File: src/rtl/cad_pkg.sv
package cad_pkg;
  typedef enum logic [1:0] {
    OP_ADD  = 2'b00,
    OP_PASS = 2'b01,
    OP_SUB  = 2'b10,
    OP_RSUB = 2'b11
  } lane_op_e;
endpackage

File: src/rtl/cad_deskew.sv
module cad_deskew #(
  parameter int W     = 20,
  parameter int DEPTH = 8
) (
  input  logic         clk,
  input  logic         rst_n,
  input  logic [W-1:0] din,
  output logic [W-1:0] dout
);
  logic [W-1:0] stg [DEPTH];

  genvar k;
  generate
    for (k = 0; k < DEPTH; k++) begin : g_stage
      logic [W-1:0] stg_d;
      if (k == 0) begin : g_head
        always_comb stg_d = din;
      end else begin : g_body
        always_comb stg_d = stg[k-1];
      end
      always_ff @(posedge clk or negedge rst_n) begin
        if (!rst_n) stg[k] <= '0;
        else        stg[k] <= stg_d;
      end
    end
  endgenerate

  assign dout = stg[DEPTH-1];
endmodule

File: src/rtl/cad_lane.sv
module cad_lane
  import cad_pkg::*;
#(
  parameter int W = 20
) (
  input  logic         clk,
  input  logic         rst_n,
  input  logic         clr,
  input  logic         fb,
  input  lane_op_e     op,
  input  logic [W-1:0] fresh,
  input  logic [W-1:0] other,
  output logic [W-1:0] acc,
  output logic         ovf
);
  localparam int M = W - 1;

  logic [W-1:0] acc_q, acc_d, p, q, r;
  logic         ovf_q, ovf_d, wrap;

  always_comb begin
    p    = fb ? acc_q : fresh;
    q    = other;
    r    = '0;
    wrap = 1'b0;
    unique case (op)
      OP_ADD: begin
        r    = p + q;
        wrap = (p[M] == q[M]) && (r[M] != p[M]);
      end
      OP_PASS: begin
        r    = p;
        wrap = 1'b0;
      end
      OP_SUB: begin
        r    = p - q;
        wrap = (p[M] != q[M]) && (r[M] != p[M]);
      end
      OP_RSUB: begin
        r    = q - p;
        wrap = (q[M] != p[M]) && (r[M] != q[M]);
      end
      default: begin
        r    = '0;
        wrap = 1'b0;
      end
    endcase
    if (clr) begin
      acc_d = '0;
      ovf_d = 1'b0;
    end else begin
      acc_d = r;
      ovf_d = wrap;
    end
  end

  always_ff @(posedge clk or negedge rst_n) begin
    if (!rst_n) begin
      acc_q <= '0;
      ovf_q <= 1'b0;
    end else begin
      acc_q <= acc_d;
      ovf_q <= ovf_d;
    end
  end

  assign acc = acc_q;
  assign ovf = ovf_q;
endmodule

File: src/rtl/cplx_accum_dual.sv
module cplx_accum_dual
  import cad_pkg::*;
#(
  parameter int IN_W    = 16,
  parameter int ACC_W   = 20,
  parameter int DLY_LEN = 8
) (
  input  logic             clk,
  input  logic             rst_n,
  input  logic [IN_W-1:0]  a_in,
  input  logic [IN_W-1:0]  b_in,
  input  logic             a_load_n,
  input  logic             b_load_n,
  input  logic [1:0]       op_re,
  input  logic [1:0]       op_im,
  input  logic             fb_sel,
  input  logic             dly_sel,
  input  logic             acc_clr,
  input  logic             oe_re_n,
  input  logic             oe_im_n,
  output logic [ACC_W-1:0] acc_re,
  output logic [ACC_W-1:0] acc_im,
  output logic             ovf_re,
  output logic             ovf_im,
  output logic             oe_re_out_n,
  output logic             oe_im_out_n
);
  localparam int EXT_W = ACC_W - IN_W;

  // reset synchronizer: asserts at once, releases on the clock
  logic rst_meta, rst_sn;
  always_ff @(posedge clk or negedge rst_n) begin
    if (!rst_n) begin
      rst_meta <= 1'b0;
      rst_sn   <= 1'b0;
    end else begin
      rst_meta <= 1'b1;
      rst_sn   <= rst_meta;
    end
  end

  // input data registers with active-low loads
  logic [IN_W-1:0] a_q, a_d, b_q, b_d;
  always_comb begin
    a_d = a_load_n ? a_q : a_in;
    b_d = b_load_n ? b_q : b_in;
  end

  // control registers
  lane_op_e op_re_q, op_im_q, op_re_d, op_im_d;
  logic     fb_q, dly_q, clr_q;
  always_comb begin
    op_re_d = lane_op_e'(op_re);
    op_im_d = lane_op_e'(op_im);
  end

  always_ff @(posedge clk or negedge rst_sn) begin
    if (!rst_sn) begin
      a_q     <= '0;
      b_q     <= '0;
      op_re_q <= OP_ADD;
      op_im_q <= OP_ADD;
      fb_q    <= 1'b0;
      dly_q   <= 1'b0;
      clr_q   <= 1'b0;
    end else begin
      a_q     <= a_d;
      b_q     <= b_d;
      op_re_q <= op_re_d;
      op_im_q <= op_im_d;
      fb_q    <= fb_sel;
      dly_q   <= dly_sel;
      clr_q   <= acc_clr;
    end
  end

  // sign extension and deskew path
  logic [ACC_W-1:0] a_ext, b_ext, a_late, re_fresh;
  always_comb begin
    a_ext = {{EXT_W{a_q[IN_W-1]}}, a_q};
    b_ext = {{EXT_W{b_q[IN_W-1]}}, b_q};
  end

  cad_deskew #(.W(ACC_W), .DEPTH(DLY_LEN)) u_deskew (
    .clk  (clk),
    .rst_n(rst_sn),
    .din  (a_ext),
    .dout (a_late)
  );

  always_comb re_fresh = dly_q ? a_late : a_ext;

  cad_lane #(.W(ACC_W)) u_lane_re (
    .clk  (clk),
    .rst_n(rst_sn),
    .clr  (clr_q),
    .fb   (fb_q),
    .op   (op_re_q),
    .fresh(re_fresh),
    .other(b_ext),
    .acc  (acc_re),
    .ovf  (ovf_re)
  );

  cad_lane #(.W(ACC_W)) u_lane_im (
    .clk  (clk),
    .rst_n(rst_sn),
    .clr  (clr_q),
    .fb   (fb_q),
    .op   (op_im_q),
    .fresh(b_ext),
    .other(a_ext),
    .acc  (acc_im),
    .ovf  (ovf_im)
  );

  assign oe_re_out_n = oe_re_n;
  assign oe_im_out_n = oe_im_n;
endmodule

File: config.mk
export PLATFORM = sky130hd
export DESIGN_NAME = cplx_accum_dual
export DESIGN_NICKNAME = d
export VERILOG_FILES = /design/src/rtl/cad_pkg.sv /design/src/rtl/cad_deskew.sv /design/src/rtl/cad_lane.sv /design/src/rtl/cplx_accum_dual.sv
export SDC_FILE = /design/constraint.sdc
export NUM_CORES = 1
export LEC_CHECK = 0
export BUFFER_PORTS_ARGS = -buffer_cell sky130_fd_sc_hd__buf_2
export CORE_MARGIN = 2
export CORE_UTILIZATION = 65
export CTS_BUF_LIST = sky130_fd_sc_hd__clkbuf_4 sky130_fd_sc_hd__clkbuf_8
export CTS_CLUSTER_DIAMETER = 100
export CTS_CLUSTER_SIZE = 16
export DETAILED_ROUTE_END_ITERATION = 10
export MAX_ROUTING_LAYER = met4
export PLACE_DENSITY = 0.9
export SETUP_SLACK_MARGIN = 0.15
export SLEW_MARGIN = 20
export SYNTH_ARGS = -nofsm -noshare
export SYNTH_HDL_FRONTEND = slang
export SYNTH_SLANG_ARGS = --single-unit
File: constraint.sdc
create_clock -name clk -period 16.5 [get_ports clk]
set_clock_uncertainty 0.2 [all_clocks]
set_input_delay 0 -clock clk [delete_from_list [all_inputs] [get_ports clk]]
set_output_delay 0 -clock clk [all_outputs]
set_load 0.05 [all_outputs]
* Word-level counts from Yosys, hierarchy flattened *
Index checks and enable logic that the tools add are counted.

cells by class
  add/subtract/negate cells = 6
  reductions and logical operators = 8
  muxes and demuxes = 11
  equality and inequality tests = 18

operator list
  cell                count
  $pmux 20 s4         2
  $mux 20             5
  $sub 20x20->20      4
  $add 20x20->20      2
  $ne 1x1->1          10
  $eq 2x2->1 const B  4
  $pmux 1 s4          2
  $logic_and 1x1->1   6
  $eq 2x1->1 const B  2
  $logic_not 2->1     2
  $eq 1x1->1          2
  $mux 1              2

word-level totals
  output and inout bits = 44
  flip-flop bits (word level) = 211

* Depth between registers and ports, before layout *
  depth after elaboration = 7
  gate-level depth with buffers = 17

* Hierarchy *
A second synthesis with hierarchy kept.

second synthesis, totals
  cell total of the unflattened synthesis = 1377
  area total of the unflattened synthesis = 14186.1 um2

by module, submodules not included
  module                cells each  instances  area an instance (um2)
  cad_lane (u_lane_im)  554         1          4302.9
  cad_lane (u_lane_re)  561         1          4096.4
  cad_deskew            160         1          4003.8
  cplx_accum_dual       102         1          1783.0

* Worst setup path after synthesis *
No wires, ideal clock.

  path type = register to register
  from = reg fb_q
  to = reg u_lane_re.acc_q[18], in the netlist u_lane_re.acc[18]
  slack = 12.231 ns
  buffers on the path = 3
  arrival = 3.947 ns
  setup time = 0.123 ns
  cell stages (with the launch flop) = 17
  period minus slack after synthesis = 4.269 ns
  cell sequence = dfrtp_1 > clkbuf_1 > buf_1 > clkbuf_1 > o21ai_0 > inv_1 > ha_1 > inv_1 > fa_1 > a211oi_2 > o21bai_1 > or4_4 > a221o_1 > a221oi_2 > a221oi_1 > xor2_1 > o221a_1

between the ends
  cells in the longest elaborated chain, start to end = 4
  elaborated cells between the ends (all ways) = 6
  classes of those cells = add/sub (3); mux (3)

ends and longest elaborated chain
  item                                    RTL line               source
  start, declared                         cplx_accum_dual.sv:51  logic fb_q, dly_q, clr_q;
  start signal, assigned                  cplx_accum_dual.sv:71  fb_q <= fb_sel;
  $mux 20 (*)                             cad_lane.sv:22         p = fb ? acc_q : fresh;
  $sub 20x20->20 (tied with other cells)  cad_lane.sv:40         r = q - p;
  $pmux 20 s4 (*)                         cad_lane.sv:26         unique case (op)
  $mux 20 (*)                             cad_lane.sv:48         if (clr) begin
  net u_lane_re.acc_d[18]                 cad_lane.sv:18         logic [W-1:0] acc_q, acc_d, p, q, r;
  end signal, assigned                    cad_lane.sv:59         acc_q <= '0;
  end signal, assigned                    cad_lane.sv:62         acc_q <= acc_d;
  end, declared                           cad_lane.sv:18

The timed path passes the listed nets; every way through them passes the cells marked *.
A chain may end at the register's enable or synchronous reset.

* Worst setup path after layout *
  from = reg dly_q
  to = reg u_lane_re.acc_q[18], in the netlist u_lane_re.acc[18]

between the ends
  cells in the longest elaborated chain, start to end = 5
  elaborated cells between the ends (all ways) = 7
  classes of those cells = add/sub (3); mux (4)

ends and longest elaborated chain
  item                                    RTL line               source
  start, declared                         cplx_accum_dual.sv:51
  start signal, assigned                  cplx_accum_dual.sv:72  dly_q <= dly_sel;
  $mux 20 (*)                             cplx_accum_dual.sv:91  always_comb re_fresh = dly_q ? a_late : a_ext;
  $mux 20 (*)                             cad_lane.sv:22
  $sub 20x20->20 (tied with other cells)  cad_lane.sv:40
  $pmux 20 s4 (*)                         cad_lane.sv:26
  $mux 20 (*)                             cad_lane.sv:48
  net u_lane_re.acc_d[18]                 cad_lane.sv:18

Marked as above.

==> flow_summary.yaml <==
cells_and_area:
  regArea_sq_mm: 0.00529
  n_fill_cell: 1356
  finalNetCount: 1650
  syn2layout_area_growth_pct: 12.5
  utilization_pct: 74.9
  drive_gt1_share_pct: 11.9
  diodes: 0
  multi_input_area_sq_mm: 0.00705
logic_synthesis:
  synth_fp_nets: 1530
  synth.distinct_cells: 78
  ys_ff_latch: 211
  synth_top_area_cell: "dfrtp_1"
  synth_edf_count: 0
  ys_warn_count: 0
  netlist_top_cells_area: "dfrtp_1, ha_1, a21oi_1"
  ys_seq_area_share_pct: 40.5
  netlist_instances: 1364
  syn_avg_cell_area_sq_um: 9.56
  syn_area_sq_mm: 0.0130
  synth_top_area_share_pct: 40.5
  async_flop_share_pct: 100
  synth_flop_cell: "dfrtp_1"
critical_path:
  r2r-start: "dly_q"
  critPathKind: "reg2reg"
  startpoint_type: "register"
  crit_fanout: 16
  worstSetupStartpoint: "dly_q"
  cp.required_ps: 16740
  r2r_cells: 12
  cp-end-kind: "register"
  timing.rr.end: "u_lane_re.acc[18]"
  reg2reg_slack_ps: 11600
  cp.arrival_ps: 5140
sta:
  fin_crit_ps: 4900
  hold_viol: 0
  max_slew_margin_pct: 37.1
  maxSlewViolCount: 0
  max_slew.worst_pin.slew_ps: 943
  fmax_ghz: 0.204
  rsz0062_at_grt: "no"
  setup_viol: 0
  fin_setup_tns_ps: 0
  timing.hold.ws_ps: 141
  finalCritPeriodShare_pct: 29.7
drt:
  num_vias: 11100
  wirelength_microns: 36300
  vias_per_cell: 6.35
  wl_per_cell_microns: 20.7
  first_pass_iters: 6
  first_iter_violations: 1006
  drtAntennaViolNets: 0
  drc: 0
die:
  die_h_microns: 146
  dieArea_sq_mm: 0.0212
  fp.coreArea_sq_mm: 0.0196
  io_pins: 89
  die_x_microns: 146
  floorplan.initialDensity_pct: 66.6
  rows: 51
clock_network:
  path_clk_slew_ps: 110
  clk_path_buf_depth: 3
  htreeDepth: 1
  cts_inserted_buffers: 17
  root_buffer: "clkbuf_8"
  cts_sinks: 211
  cts_tree: "done"
  cts_setup_buffers: 0
  clk_latency_ps: 540
power:
  leakagePower_nw: 6.95
  powerDensity_mw_per_mm2: 112
  worst_ir_drop_vdd_uv: 107
  p_total_mw: 1.64
grt:
  grt_usage_pct: 34.8
  grt_pass1_wl_microns: 57700
  grt_overflow_total: 0
  grt_max_degree: 81
  grt_pass1_vias: 10700
  antenna_found_initial: 0
run_status:
  status: "finished, final reports clean"
placed_design:
  port_buffers: 84
  finalWeightedCongestion: 0.957
  hpwl_microns: 25000
run:
  cap_violations: 0
min_path:
  hold_class: "in2async"
[per-stage QoR]
stage / instances / cell area [sq um] / setup WS (ps)
detailed placement: 1647 / 13600 / 11740
floorplan: 1364 / 13000 / 9980
global placement: 1647 / 13600 / 11920
finish: 1752 / 14700 / 11600
global route: 1752 / 14700 / 11330
CTS: 1752 / 14700 / 11710
[worst max-delay path by stage]
stage	end
after detailed placement	u_lane_re.acc[18]
after CTS	u_lane_re.acc[18]
after global placement	u_lane_re.acc[18]
after global routing	u_lane_re.acc[14]
final	u_lane_re.acc[18]
after floorplan	a_q[0]
[metal layers]
metal	global-route usage, %	routed length [microns]	vias to the layer above
li1	-	-	5073
met1	47.6	15100	5344
met2	54.1	16800	595
met3	4.29	3050	109
met4	12.3	1330	0
met5	-	0	-
[cell usage after synthesis, types with 8 or more instances]
| cell | instances |
|---|---|
| and3_1 | 8 |
| a211oi_1 | 26 |
| o21a_1 | 9 |
| mux2_2 | 35 |
| nand2b_1 | 19 |
| a31oi_1 | 15 |
| o211ai_1 | 15 |
| a221o_1 | 11 |
| nor3_1 | 31 |
| a21o_1 | 21 |
| ha_1 | 115 |
| mux2i_1 | 44 |
| nand3_1 | 21 |
| inv_1 | 110 |
| dfrtp_1 | 211 |
| nor2b_1 | 19 |
| o221ai_1 | 11 |
| a21oi_1 | 126 |
| clkbuf_1 | 59 |
| nor2_1 | 100 |
| xnor2_1 | 30 |
| xor2_1 | 11 |
| buf_2 | 8 |
| o21bai_1 | 10 |
| o21ai_0 | 69 |
| nand2_1 | 75 |
| a221oi_1 | 15 |
[report_power, final]
| group | internal [mW] | switching, mW | total [mW] | leakage [nW] |
|---|---|---|---|---|
| Clock | 0.0984 | 0.167 | 0.265 | 0.131 |
| Sequential | 0.577 | 0.0503 | 0.627 | 2.52 |
| Combinational | 0.275 | 0.477 | 0.752 | 4.30 |
[layout by cell type (no fill, tap or decap), types with 26 or more instances in the layout]
cell type and n:
a211oi_1 26, a21oi_1 126, buf_2 84, dfrtp_1 209, dlygate4sd3_1 83, ha_1 115, inv_1 110, mux2_2 35
mux2i_1 44, nand2_1 75, nor2_1 100, nor3_1 31, o21ai_0 69, xnor2_1 30
[registers in the layout (all words and copies together) (netlist names), 2 cells and up]
| signal | count |
|---|---|
| b_q | 16 |
| u_lane_re.acc | 20 |
| u_deskew.g_stage.stg_d | 112 |
| a_q | 16 |
| u_deskew.dout | 16 |
| op_im_q | 2 |
| u_lane_im.acc | 20 |
| op_re_q | 2 |
[layout make-up]
class / instances / area share (%)
timing repair buffer: 177 / 9.04
inverter: 111 / 2.84
sequential: 211 / 36.0
clock buffer: 18 / 1.65
tap: 265 / 2.26
multi-input combinational: 966 / 48.0
clock inverter: 4 / 0.188
[cell families (layout without fill, tap and decap cells)]
group                    after synthesis  in the layout  synth area share, %
adder cells (fa/ha/maj)              121            121                 11.9
XOR/XNOR                              41             41                 2.75
flip-flops                           211            211                 40.5
multiplexers                          81             81                 6.74
AND/OR/NAND/NOR                      313            313                 11.3
other                                  1              1               0.0287
buffers and inverters                187            310                 5.51
AO/OA/AOI/OAI                        409            409                 21.2
[critical path, stage by stage (launching register included)]
cell	delay, ps
dfrtp_1	930
mux2i_1	240
o21ai_0	670
inv_1	180
fa_1	460
a211oi_1	250
o21ai_0	180
o311ai_1	350
a21oi_1	210
a311oi_1	540
a221oi_1	190
xor2_1	170
o221a_1	250
[what timing repair did]
item / 4_1_cts / 5_1_grt
resized for setup: 0 / 0
hold buffers: 83 / 0
hold endpoints to repair: 43 / 0
No activity file was read; power rests on OpenSTA's default activity.
